**config.mk**
```make
export PLATFORM = sky130hd
export DESIGN_NAME = lateCollisionCounter
export DESIGN_NICKNAME = d
export VERILOG_FILES = /design/src/rtl/lcCountPkg.sv /design/src/rtl/lcCountCtl.sv /design/src/rtl/lcCountDp.sv /design/src/rtl/lateCollisionCounter.sv
export SDC_FILE = /design/constraint.sdc
export NUM_CORES = 1
export LEC_CHECK = 0
export BUFFER_PORTS_ARGS = -buffer_cell sky130_fd_sc_hd__buf_2
export CAP_MARGIN = 10
export CORE_MARGIN = 2
export CORE_UTILIZATION = 49
export CTS_BUF_LIST = sky130_fd_sc_hd__clkbuf_8
export CTS_CLUSTER_DIAMETER = 40
export DETAILED_ROUTE_END_ITERATION = 10
export PLACE_DENSITY = 0.82
export SYNTH_ARGS = -nofsm -noshare
export SYNTH_HDL_FRONTEND = slang
export SYNTH_HIERARCHICAL = 1
export SYNTH_SLANG_ARGS = --single-unit
```
**constraint.sdc**
```tcl
create_clock -name clk -period 2.4 [get_ports clk]
set_input_delay 0.48 -clock clk [delete_from_list [all_inputs] [get_ports clk]]
set_output_delay 0.48 -clock clk [all_outputs]
set_load 0.01 [all_outputs]
```
**src/rtl/lcCountPkg.sv**
```systemverilog
package lcCountPkg;
  // strobes from control to datapath
  typedef struct packed {
    logic inc;      // add an event this cycle
    logic clr;      // reset count this cycle
    logic capture;  // load read data register
  } ctlStrobes_t;
endpackage

```
**src/rtl/lcCountCtl.sv**
```systemverilog
module lcCountCtl
  import lcCountPkg::*;
#(
  parameter int DATA_W = 32,
  parameter logic [DATA_W-1:0] CLEAR_KEY = 32'h1111_1111
) (
  input  logic              collisionEvent,
  input  logic              clearOnRead,
  input  logic              regSel,
  input  logic              rdStrobe,
  input  logic              wrStrobe,
  input  logic [DATA_W-1:0] wrData,
  input  logic              countAtMax,
  output ctlStrobes_t       strb
);
  logic rdHit;
  logic wrHit;
  logic keyMatch;
  logic clrReq;

  assign rdHit    = regSel & rdStrobe;
  assign wrHit    = regSel & wrStrobe;
  assign keyMatch = (wrData == CLEAR_KEY);

  always_comb begin
    if (clearOnRead) clrReq = rdHit;
    else             clrReq = wrHit & keyMatch;
  end

  always_comb begin
    strb.clr     = clrReq;
    // after a clear the event is the first count; otherwise stop at max
    strb.inc     = collisionEvent & (clrReq | ~countAtMax);
    strb.capture = rdHit;
  end
endmodule

```
**src/rtl/lcCountDp.sv**
```systemverilog
module lcCountDp
  import lcCountPkg::*;
#(
  parameter int CNT_W  = 16,
  parameter int DATA_W = 32
) (
  input  logic              clk,
  input  logic              rstN,
  input  ctlStrobes_t       strb,
  output logic [CNT_W-1:0]  countQ,
  output logic              countAtMax,
  output logic [DATA_W-1:0] rdData
);
  localparam int PAD_W = DATA_W - CNT_W;
  localparam logic [CNT_W-1:0] ONE = {{(CNT_W-1){1'b0}}, 1'b1};

  always_ff @(posedge clk) begin
    if (!rstN) begin
      countQ <= '0;
    end else if (strb.clr) begin
      countQ <= strb.inc ? ONE : '0;
    end else if (strb.inc) begin
      countQ <= countQ + ONE;
    end
  end

  assign countAtMax = &countQ;

  always_ff @(posedge clk) begin
    if (!rstN) begin
      rdData <= '0;
    end else if (strb.capture) begin
      rdData <= {{PAD_W{1'b0}}, countQ};
    end
  end
endmodule

```
**src/rtl/lateCollisionCounter.sv**
```systemverilog
module lateCollisionCounter
  import lcCountPkg::*;
#(
  parameter int CNT_W  = 16,
  parameter int DATA_W = 32,
  parameter logic [DATA_W-1:0] CLEAR_KEY = 32'h1111_1111
) (
  input  logic              clk,
  input  logic              rstN,
  input  logic              collisionEvent,
  input  logic              clearOnRead,
  input  logic              regSel,
  input  logic              rdStrobe,
  input  logic              wrStrobe,
  input  logic [DATA_W-1:0] wrData,
  output logic [DATA_W-1:0] rdData
);
  ctlStrobes_t      strb;
  logic [CNT_W-1:0] countQ;
  logic             countAtMax;

  lcCountCtl #(.DATA_W(DATA_W), .CLEAR_KEY(CLEAR_KEY)) u_ctl (
    .collisionEvent(collisionEvent),
    .clearOnRead   (clearOnRead),
    .regSel        (regSel),
    .rdStrobe      (rdStrobe),
    .wrStrobe      (wrStrobe),
    .wrData        (wrData),
    .countAtMax    (countAtMax),
    .strb          (strb)
  );

  lcCountDp #(.CNT_W(CNT_W), .DATA_W(DATA_W)) u_dp (
    .clk       (clk),
    .rstN      (rstN),
    .strb      (strb),
    .countQ    (countQ),
    .countAtMax(countAtMax),
    .rdData    (rdData)
  );
endmodule

```
==> insert_results.sql, run 1 <==
INSERT INTO impl_metrics (metric_group, metric, value, unit) VALUES
('power', 'netSwitchingFraction', '0.210', ''),
('synth', 'post_synth_num_cell_types', '38', ''),
('sta', 'rsz0062_at_grt', 'false', ''),
('min_path', 'timing.hold.worst_endpoint', 'u_dp/rdData[15]', ''),
('detailed_routing', 'maxUsedRoutingLayer', 'met4', ''),
('power', 'seqPwrFrac', '0.449', ''),
('sta', 'timing.fmax', '0.458', 'GHz'),
('die', 'row_count', '21', ''),
('sta', 'final_count_of_negative_setup_slack_endpoints', '0', ''),
('worst_setup_path', 'path_class', 'reg2reg', ''),
('synth', 'synth_compound_area_frac', '0.0424', ''),
('detailed_routing', 'drt_iter0_markers', '25', ''),
('outcome', 'status', 'finished, final reports clean', ''),
('worst_setup_path', 'req_time_crit_path', '2.58', 'ns'),
('worst_setup_path', 'critical_path.cell_chain', 'and4_1, nand3_1, nor3_1, nand2_1, o21a_1, o21a_1, and4_4, nand3_2, mux2_4', ''),
('clock_tree', 'cts.hold.buffers_added', '0', ''),
('sta', 'timing_max_transition_violations_final', '0', ''),
('final_layout', 'final_util', '0.632', ''),
('clock_tree', 'tritoncts_num_sinks', '32', ''),
('power', 'pwr-share-comb', '0.083', ''),
('run', 'maxCapViolations', '0', ''),
('synth', 'synth_simple_gate_area_frac', '0.296', ''),
('sta', 'tns', '0', 'ns'),
('die', 'fp.dieH', '62.6', 'µm'),
('synth', 'synth_fa_ha_area_frac', '0.00743', ''),
('placement', 'sum_of_net_half_perimeters_after_detailed_placement', '2670', 'µm'),
('final_layout', 'drive_above_1_share', '0.353', ''),
('power', 'clockPowerShare', '0.467', ''),
('global_routing', 'grt_overflow', '0', ''),
('clock_tree', 'tritoncts', 'built', ''),
('min_path', 'min_delay_path_depth', '2', ''),
('clock_tree', 'cts.reportedPaths.clkPinSlew', '0.07', 'ns'),
('global_routing', 'vias_in_the_first_global_route', '1311', ''),
('sta', 'post_route_fraction_of_the_period_consumed_by_the_critical_path', '0.910', ''),
('synth', 'yosysWarnings', '6', ''),
('detailed_routing', 'via_count', '1383', ''),
('sta', 'finalHoldViolCount', '0', ''),
('power', 'p_per_area', '575', 'nW/µm²'),
('die', 'die_width', '62.6', 'µm'),
('worst_setup_path', 'critical_path_peak_fanout', '7', ''),
('global_routing', 'pin_count_of_the_biggest_net_entering_global_routing', '19', ''),
('min_path', 'hold_startpoint', 'u_dp/rdData[15]', ''),
('power', 'p_sw', '0.252', 'mW'),
('detailed_routing', 'post_drt_wl_per_cell', '12.3', 'µm'),
('worst_setup_path', 'critical_path_origin', 'u_dp/countQ[5]', ''),
('worst_setup_path', 'ff2ff_setup_slack', '0.22', 'ns'),
('worst_setup_path', 'r2r_end', 'u_dp/countQ[14]', ''),
('synth', 'synthMuxAreaShare', '0.110', ''),
('power', 'power.ir.vdd_worst', '0.000467', 'V'),
('synth', 'syn-instance-count', '178', ''),
('synth', 'number_of_enable_flip_flop_cells_after_synthesis', '0', ''),
('worst_setup_path', 'crit_arrival', '2.37', 'ns'),
('final_layout', 'number_of_nets_in_the_layout', '277', ''),
('die', 'num_io_pins', '71', ''),
('sta', 'finClkSkew', '0.00550', 'ns'),
('clock_tree', 'clock_tree.htree_level_count', '2', ''),
('detailed_routing', 'vias_per_cell', '4.87', ''),
('global_routing', 'grt_first_pass_wirelength', '5700', 'µm'),
('detailed_routing', 'number_of_nets_with_antenna_violations_after_detailed_routing', '0', ''),
('synth', 'synth-async-reset-ratio', '0', ''),
('final_layout', 'antenna-diode-count', '0', ''),
('die', 'initial_core_util', '0.508', ''),
('sta', 'finalWorstPathRequiredPeriod', '2.18', 'ns'),
('detailed_routing', 'routed_wl', '3510', 'µm'),
('worst_setup_path', 'ff2ff_path_depth', '9', ''),
('worst_setup_path', 'worstReg2RegStart', 'u_dp/countQ[5]', ''),
('synth', 'main_combinational_cell_family_by_area_after_synthesis', 'simple AND/OR/NAND/NOR gates', ''),
('clock_tree', 'tritoncts.num_buffers', '5', ''),
('worst_setup_path', 'critical_path.slowest_cell', 'dfxtp_1', ''),
('power', 'finalPower', '1.20', 'mW'),
('clock_tree', 'clk_latency', '0.29', 'ns');
Yosys cell counts, types with 2 or more instances:
| cell | n | share of area |
|---|---|---|
| mux2i_1 | 17 | 0.10 |
| or3_1 | 2 | 0.0074 |
| nor2b_1 | 16 | 0.059 |
| nand3_2 | 2 | 0.012 |
| buf_2 | 3 | 0.0089 |
| a21oi_1 | 3 | 0.0089 |
| nor4b_1 | 3 | 0.016 |
| xor2_1 | 3 | 0.016 |
| and2_1 | 2 | 0.0074 |
| nand4_1 | 5 | 0.019 |
| o21ai_0 | 2 | 0.0059 |
| xnor2_1 | 7 | 0.036 |
| inv_1 | 6 | 0.013 |
| clkbuf_1 | 3 | 0.0067 |
| nand2_1 | 7 | 0.016 |
| nor4b_2 | 4 | 0.036 |
| nand2b_1 | 3 | 0.011 |
| buf_4 | 18 | 0.080 |
| nor3_1 | 3 | 0.0089 |
| o21a_1 | 2 | 0.0089 |
| dfxtp_1 | 32 | 0.38 |
| nor2_1 | 15 | 0.033 |
| nand3_1 | 5 | 0.015 |
worst max-delay path, delay by kind of cell (launching register included):
family	cells	cell delay [ns]
mux	1	0.29
flops	1	0.44
compound gates	2	0.40
simple gates	6	0.95
routing by layer:
layer / vias up / track usage
met3: 6 / 0.0685
met1: 628 / 0.192
met5: - / 0
met2: 55 / 0.335
li1: 694 / -
met4: 0 / 0.0833
power by group through the flow:
| stage | sequential, mW | combinational [mW] | clock, mW |
|---|---|---|---|
| finish | 0.541 | 0.100 | 0.562 |
| CTS | 0.539 | 0.101 | 0.571 |
| floorplan | 0.551 | 0.0750 | 0 |
| global placement | 0.551 | 0.0979 | 0 |
| detailed placement | 0.551 | 0.100 | 0 |
| global route | 0.541 | 0.110 | 0.591 |
worst max-delay path by stage:
stage,to,depth (start not counted),slack (ns)
final,u_dp/countQ[14],9,0.22
after global routing,u_dp/countQ[14],9,0.02
after global placement,u_dp/countQ[14],9,0.11
after CTS,u_dp/countQ[15],9,0.20
after floorplan,u_dp/countQ[14],9,0.20
after detailed placement,u_dp/countQ[13],9,0.06
sequential cells by signal, summed over array words and instances (netlist names):
| register | cells |
|---|---|
| u_dp/countQ | 16 |
| u_dp/rdData | 16 |
stage by stage:
stage	instance area [µm²]	hold WS, ns	worst slack, ns
finish	2090	0.510	0.215
global route	2090	0.543	0.0196
CTS	2080	0.518	0.198
detailed placement	1960	0.498	0.0562
global placement	1960	0.493	0.114
floorplan	1740	0.505	0.198
layout by cell type (no fill, tap or decap), types with 2 or more instances in the layout:
cell type / Yosys / final
a21oi_1: 3 / 3
and2_1: 2 / 2
buf_2: 3 / 54
buf_4: 18 / 7
clkbuf_8: 0 / 7
conb_1: 1 / 16
dfxtp_1: 32 / 32
inv_1: 6 / 6
mux2i_1: 17 / 17
nand2_1: 7 / 7
nand2b_1: 3 / 3
nand3_1: 5 / 5
nand3_2: 2 / 2
nand4_1: 5 / 5
nor2_1: 15 / 15
nor2b_1: 16 / 16
nor3_1: 3 / 3
nor4b_1: 3 / 3
nor4b_2: 4 / 4
o21a_1: 2 / 2
o21ai_0: 2 / 2
or3_1: 2 / 2
xnor2_1: 7 / 7
xor2_1: 3 / 3
cell families after synthesis:
| family | count (synthesis) |
|---|---|
| xor+xnor | 10 |
| mux | 18 |
| compound gates | 10 |
| fa+ha+maj | 1 |
| buf+inv | 30 |
| simple gates | 76 |
| flops | 32 |
| other cells | 1 |
what timing repair did:
action / 4_1_cts / 5_1_grt
resized for setup: 0 / 1
buffers inserted: 0 / 0
setup endpoints to repair: 0 / 1
area by class of cell:
cell class                      instances  area, µm²  share of cell area
Inverter                                6       22.5              0.0108
Tap cell                               46       57.6              0.0275
Sequential cell                        32        641               0.306
Clock inverter                          1       30.0              0.0143
Multi-Input combinational cell        131        923               0.441
Timing Repair Buffer                   61        323               0.154
Clock buffer                            7       96.3              0.0460
Note: power is estimated with default switching activity, not from simulation.
==> run 2, diff against run 1 <==
CAP_MARGIN = default   (was 10)
CORE_UTILIZATION = 45   (was 49)
PLACE_DENSITY = 0.76   (was 0.82)
==> run 2 against run 1 <==
  * Clock skew is 0.0013 ns lower
  * Global-route usage decreased by 1.3 points
  * Non-clock buffer count unchanged
  * Cell count increased by 0.35%
  * Register-to-register slack worse by 0.04 ns
  * First-iteration DRC count rose by 52%
  * Wire length fell by 2.6%
  * Sequential cell count unchanged
  * Sequential power barely moved
  * Core utilization fell by 6.6 points
  * Combinational power is essentially flat
  * Critical path type unchanged
  * Largest cell class unchanged
==> insert_results.sql, run 2 (same netlist as run 1, synthesis figures left out) <==
INSERT INTO impl_metrics (metric_group, metric, value, unit) VALUES
('outcome', 'status', 'finished, final reports clean', ''),
('final_layout', 'final_util', '0.566', ''),
('detailed_routing', 'routed_wl', '3420', 'µm'),
('global_routing', 'grtUsageTotal', '0.173', ''),
('final_layout', 'number_of_nets_in_the_layout', '277', ''),
('min_path', 'min-delay-path-class', 'reg2reg', ''),
('die', 'die_outline_area', '4250', 'µm²'),
('placement', 'place_congestion', '0.746', ''),
('clock_tree', 'tritoncts.num_buffers', '5', ''),
('final_layout', 'antenna-diode-count', '0', ''),
('detailed_routing', 'number_of_nets_with_antenna_violations_after_detailed_routing', '0', ''),
('placement', 'buffer_ports.inserted', '54', ''),
('worst_setup_path', 'worst_setup_path_start_kind', 'flip-flop', ''),
('final_layout', 'layout.cell_area.non_filler', '2060', 'µm²'),
('detailed_routing', 'drt_iter0_markers', '38', ''),
('clock_tree', 'postCtsResizedCells', '0', ''),
('detailed_routing', 'post-route-drc-count', '0', ''),
('placement', 'post-place-cells', '278', ''),
('final_layout', 'leading_cell_types_in_the_layout_fill_and_taps_excluded', 'buf_2 (54), dfxtp_1 (32), mux2i_1 (17), nor2b_1 (16), conb_1 (16)', ''),
('worst_setup_path', 'critical_path_peak_fanout', '7', ''),
('run', 'maxCapViolations', '0', ''),
('die', 'row_count', '22', ''),
('die', 'fp.dieH', '65.2', 'µm'),
('power', 'p_per_area', '523', 'nW/µm²'),
('die', 'die_width', '65.2', 'µm'),
('sta', 'post_route_fraction_of_the_period_consumed_by_the_critical_path', '0.925', ''),
('global_routing', 'grt_first_pass_wirelength', '5620', 'µm'),
('clock_tree', 'cts.path.max_buffers', '2', ''),
('clock_tree', 'clk_latency', '0.28', 'ns'),
('sta', 'rsz0062_at_grt', 'false', ''),
('clock_tree', 'cts.hold.buffers_added', '0', ''),
('detailed_routing', 'detailedRoute.firstPassIterationCount', '4', ''),
('sta', 'timing.fmax', '0.450', 'GHz'),
('clock_tree', 'tritoncts', 'built', ''),
('sta', 'finalHoldViolCount', '0', ''),
('final_layout', 'drive_above_1_share', '0.350', ''),
('final_layout', 'final_cell_count_no_fill', '285', ''),
('clock_tree', 'clock_tree.htree_level_count', '2', ''),
('clock_tree', 'post_cts.repair.setup_buffers', '0', ''),
('worst_setup_path', 'crit_arrival', '2.39', 'ns'),
('final_layout', 'largest_regs', 'u_dp/countQ x16, u_dp/rdData x16', ''),
('global_routing', 'antenna_found_initial', '0', ''),
('die', 'initial_core_util', '0.463', ''),
('power', 'power.ir.vdd_worst', '0.000279', 'V'),
('sta', 'final_count_of_negative_setup_slack_endpoints', '0', ''),
('global_routing', 'pin_count_of_the_biggest_net_entering_global_routing', '19', ''),
('global_routing', 'grt_overflow', '0', ''),
('sta', 'finClkSkew', '0.00420', 'ns'),
('clock_tree', 'cts.reportedPaths.clkPinSlew', '0.06', 'ns'),
('final_layout', 'mostFrequentLayoutCell', 'buf_2', ''),
('detailed_routing', 'post_drt_wl_per_cell', '12.0', 'µm'),
('power', 'power.static_leakage', '0.893', 'nW'),
('worst_setup_path', 'req_time_crit_path', '2.57', 'ns'),
('die', 'placeableCoreArea', '3630', 'µm²'),
('placement', 'sum_of_net_half_perimeters_after_detailed_placement', '2510', 'µm'),
('placement', 'placed_cell_area', '1960', 'µm²'),
('detailed_routing', 'via_count', '1370', ''),
('clock_tree', 'tritoncts_num_sinks', '32', ''),
('sta', 'finalWorstPathRequiredPeriod', '2.22', 'ns'),
('worst_setup_path', 'path_class', 'reg2reg', ''),
('detailed_routing', 'vias_per_cell', '4.81', ''),
('sta', 'tns', '0', 'ns'),
('worst_setup_path', 'setup.worst_path.end_class', 'flip-flop', ''),
('die', 'num_io_pins', '71', ''),
('clock_tree', 'root_driver', 'clkbuf_8', ''),
('final_layout', 'syn_to_final_growth', '22.2', '%'),
('global_routing', 'vias_in_the_first_global_route', '1258', ''),
('sta', 'timing_max_transition_violations_final', '0', '');
run 2: metrics by stage:
stage / hold slack, ns / setup WS, ns / power, mW
floorplan: 0.505 / 0.198 / 0.626
global placement: 0.494 / 0.0510 / 0.649
detailed placement: 0.495 / -0.00265 / 0.650
CTS: 0.515 / 0.187 / 1.09
global route: 0.535 / 0.0520 / 1.13
finish: 0.514 / 0.180 / 1.08
run 2: cell type report:
type / instances / area [µm²]
clock buffers: 7 / 96.3
flip-flops and latches: 32 / 641
well taps: 48 / 60.1
multi-input cells: 131 / 915
repair buffers: 61 / 323
fillers: 334 / 1580
inverters: 6 / 22.5
run 2: worst max-delay path: stages (launching register included):
cell and delay, ns:
dfxtp_1 0.45, and4_1 0.28, nand3_1 0.13, nor3_1 0.21, nand2_1 0.07, o21a_1 0.20
o21a_1 0.19, and4_4 0.20, nand3_2 0.08, mux2_4 0.30
run 2: worst paths after layout:
| path | start | to | slack [ns] | cells after the start |
|---|---|---|---|---|
| worst max-delay path | u_dp/countQ[5] | u_dp/countQ[14] | 0.18 | 9 |
| worst min-delay path | u_dp/rdData[11] | u_dp/rdData[11] | 0.51 | 2 |
| worst max register to register | u_dp/countQ[5] | u_dp/countQ[14] | 0.18 | 9 |
| worst min register to register | u_dp/rdData[11] | u_dp/rdData[11] | 0.51 | 2 |
run 2: routing by layer:
| metal | wire length (µm) | GRT usage | vias to the layer above |
|---|---|---|---|
| li1 | - | - | 693 |
| met1 | 1430 | 0.193 | 611 |
| met2 | 1650 | 0.313 | 61 |
| met3 | 299 | 0.0599 | 5 |
| met4 | 38 | 0.0469 | 0 |
| met5 | 0 | 0 | - |
run 2: report_power, final:
part           leakage (nW)  switching, mW  total (mW)  internal, mW
Clock                0.0503          0.183       0.438         0.255
Sequential            0.258        0.00444       0.540         0.535
Combinational         0.584         0.0495      0.0985        0.0491
Total                 0.893          0.237        1.08         0.840
==> run 3, diff against run 2 <==
CORE_MARGIN = 3   (was 2)
GPL_TIMING_DRIVEN = 0   (was default)
==> run 3 against run 2 <==
  * Maximum frequency is 1.9% lower
  * First-iteration DRC count is 2.6% lower
  * Sequential share of layout area fell by 1.7 points
  * Cell count grew 5.6%
  * Worst setup slack worse by 0.044 ns
  * Wire length up 5.1%
  * Die area is 6.2% higher
  * Final area increased by 6.7%
  * Critical endpoint unchanged
==> insert_results.sql, run 3 (same netlist as run 1, synthesis figures left out) <==
INSERT INTO impl_metrics (metric_group, metric, value, unit) VALUES
('global_routing', 'vias_in_the_first_global_route', '1257', ''),
('final_layout', 'final_cell_count_no_fill', '301', ''),
('detailed_routing', 'via_count', '1439', ''),
('final_layout', 'multi_input_area', '928', 'µm²'),
('power', 'finalPower', '1.16', 'mW'),
('worst_setup_path', 'critical_path.slowest_cell', 'dfxtp_2', ''),
('worst_setup_path', 'path_class', 'reg2reg', ''),
('global_routing', 'pin_count_of_the_biggest_net_entering_global_routing', '11', ''),
('power', 'power.static_leakage', '0.983', 'nW'),
('final_layout', 'leading_cell_types_in_the_layout_fill_and_taps_excluded', 'buf_2 (57), dfxtp_1 (28), buf_4 (18), mux2i_1 (17)', ''),
('sta', 'finClkSkew', '0.00320', 'ns'),
('sta', 'rsz0062_at_grt', 'false', ''),
('power', 'power.ir.vdd_worst', '0.000365', 'V'),
('final_layout', 'mostFrequentLayoutCell', 'buf_2', ''),
('detailed_routing', 'post-route-drc-count', '0', ''),
('worst_setup_path', 'crit_arrival', '2.44', 'ns'),
('worst_setup_path', 'crit_buf_inv', '1', ''),
('sta', 'tns', '0', 'ns'),
('worst_setup_path', 'worst_setup_path_start_kind', 'flip-flop', ''),
('worst_setup_path', 'critical_path_peak_fanout', '7', ''),
('final_layout', 'largest_regs', 'u_dp/countQ x16, u_dp/rdData x16', ''),
('detailed_routing', 'detailedRoute.firstPassIterationCount', '4', ''),
('global_routing', 'grt_overflow', '0', ''),
('global_routing', 'grtUsageTotal', '0.165', ''),
('worst_setup_path', 'critical_path.max_stage_delay', '0.39', 'ns'),
('outcome', 'status', 'finished, final reports clean', ''),
('die', 'placeableCoreArea', '3470', 'µm²'),
('final_layout', 'ff_latch_area', '646', 'µm²'),
('sta', 'timing_max_transition_violations_final', '0', ''),
('detailed_routing', 'vias_per_cell', '4.78', ''),
('clock_tree', 'tritoncts_num_sinks', '32', ''),
('detailed_routing', 'drt_iter0_markers', '37', ''),
('placement', 'post-place-cells', '293', ''),
('clock_tree', 'post_cts.repair.setup_buffers', '0', ''),
('final_layout', 'fillers', '320', ''),
('sta', 'final_count_of_negative_setup_slack_endpoints', '0', ''),
('worst_setup_path', 'family_with_the_most_delay_on_the_worst_path', 'simple AND/OR/NAND/NOR gates', ''),
('detailed_routing', 'routed_wl', '3590', 'µm'),
('clock_tree', 'tritoncts', 'built', ''),
('clock_tree', 'clk_latency', '0.28', 'ns'),
('detailed_routing', 'number_of_nets_with_antenna_violations_after_detailed_routing', '0', ''),
('die', 'fp.dieH', '67.2', 'µm'),
('placement', 'place_congestion', '0.805', ''),
('clock_tree', 'clock_tree.htree_level_count', '2', ''),
('final_layout', 'number_of_nets_in_the_layout', '294', ''),
('final_layout', 'antenna-diode-count', '0', ''),
('global_routing', 'grt_first_pass_wirelength', '5560', 'µm'),
('die', 'die_width', '67.2', 'µm'),
('clock_tree', 'cts.reportedPaths.clkPinSlew', '0.07', 'ns'),
('die', 'die_outline_area', '4510', 'µm²'),
('final_layout', 'drive_above_1_share', '0.404', ''),
('clock_tree', 'cts.hold.buffers_added', '0', ''),
('final_layout', 'syn_to_final_growth', '30.4', '%'),
('power', 'p_per_area', '528', 'nW/µm²'),
('min_path', 'min-delay-path-class', 'reg2reg', ''),
('sta', 'post_route_fraction_of_the_period_consumed_by_the_critical_path', '0.943', ''),
('sta', 'finalWorstPathRequiredPeriod', '2.26', 'ns'),
('sta', 'timing.fmax', '0.442', 'GHz'),
('run', 'maxCapViolations', '0', ''),
('clock_tree', 'cts.path.max_buffers', '2', ''),
('worst_setup_path', 'path_common_cell', 'o21a_1', ''),
('clock_tree', 'postCtsResizedCells', '0', ''),
('detailed_routing', 'post_drt_wl_per_cell', '11.9', 'µm'),
('worst_setup_path', 'critical_path.cell_chain', 'and4_1, nand3_1, nor3_2, nand2_1, o21a_1, buf_2, o21a_1, and4_4, nand3_2, mux2_4', ''),
('die', 'num_io_pins', '71', ''),
('sta', 'finalHoldViolCount', '0', ''),
('clock_tree', 'root_driver', 'clkbuf_8', ''),
('die', 'initial_core_util', '0.485', ''),
('worst_setup_path', 'req_time_crit_path', '2.57', 'ns'),
('placement', 'sum_of_net_half_perimeters_after_detailed_placement', '2740', 'µm'),
('global_routing', 'antenna_found_initial', '0', ''),
('clock_tree', 'tritoncts.num_buffers', '5', ''),
('placement', 'buffer_ports.inserted', '54', ''),
('worst_setup_path', 'setup.worst_path.end_class', 'flip-flop', ''),
('die', 'row_count', '21', '');
-- run 3: worst paths after layout --
check                           depth (start not counted)  slack (ns)            from              end
worst min register to register                          2        0.52  u_dp/rdData[4]   u_dp/rdData[4]
worst min-delay path                                    2        0.52  u_dp/rdData[4]   u_dp/rdData[4]
worst max register to register                         10        0.14  u_dp/countQ[5]  u_dp/countQ[14]
worst max-delay path                                   10        0.14  u_dp/countQ[5]  u_dp/countQ[14]
-- run 3: metal layers --
metal,share of wire,wire length [µm],vias to the layer above,global-route usage
met5,0,0,-,0
met2,0.45,1630,68,0.279
met3,0.11,391,7,0.0449
li1,-,-,729,-
met4,0.021,74,0,0.0911
met1,0.42,1490,635,0.189
-- run 3: power breakdown --
part | switching (mW) | internal [mW]
clock | 0.194 | 0.303
combinational | 0.0555 | 0.0657
sequential | 0.00571 | 0.535
-- run 3: final cells by class --
class / instances / area share
buffer: 24 / 0.0741
clock buffer: 5 / 0.0314
inverter: 6 / 0.0103
timing repair buffer: 54 / 0.123
sequential: 32 / 0.294
tap: 46 / 0.0262
multi-input combinational: 131 / 0.423
clock inverter: 3 / 0.0177
-- run 3: per-stage QoR --
step | cell area, µm² | hold WS (ns) | util | setup WS (ns)
detailed placement | 2070 | 0.503 | 0.596 | -0.135
global placement | 2070 | 0.494 | 0.596 | -0.114
floorplan | 1740 | 0.505 | - | 0.198
global route | 2190 | 0.535 | 0.633 | 0.00140
CTS | 2170 | 0.516 | 0.627 | 0.0448
finish | 2190 | 0.517 | 0.633 | 0.136
-- run 3: worst register-to-register path, stage by stage (launching register included) --
cell,delay [ns]
dfxtp_2,0.39
and4_1,0.22
nand3_1,0.14
nor3_2,0.19
nand2_1,0.07
o21a_1,0.16
buf_2,0.17
o21a_1,0.23
and4_4,0.22
nand3_2,0.08
mux2_4,0.29
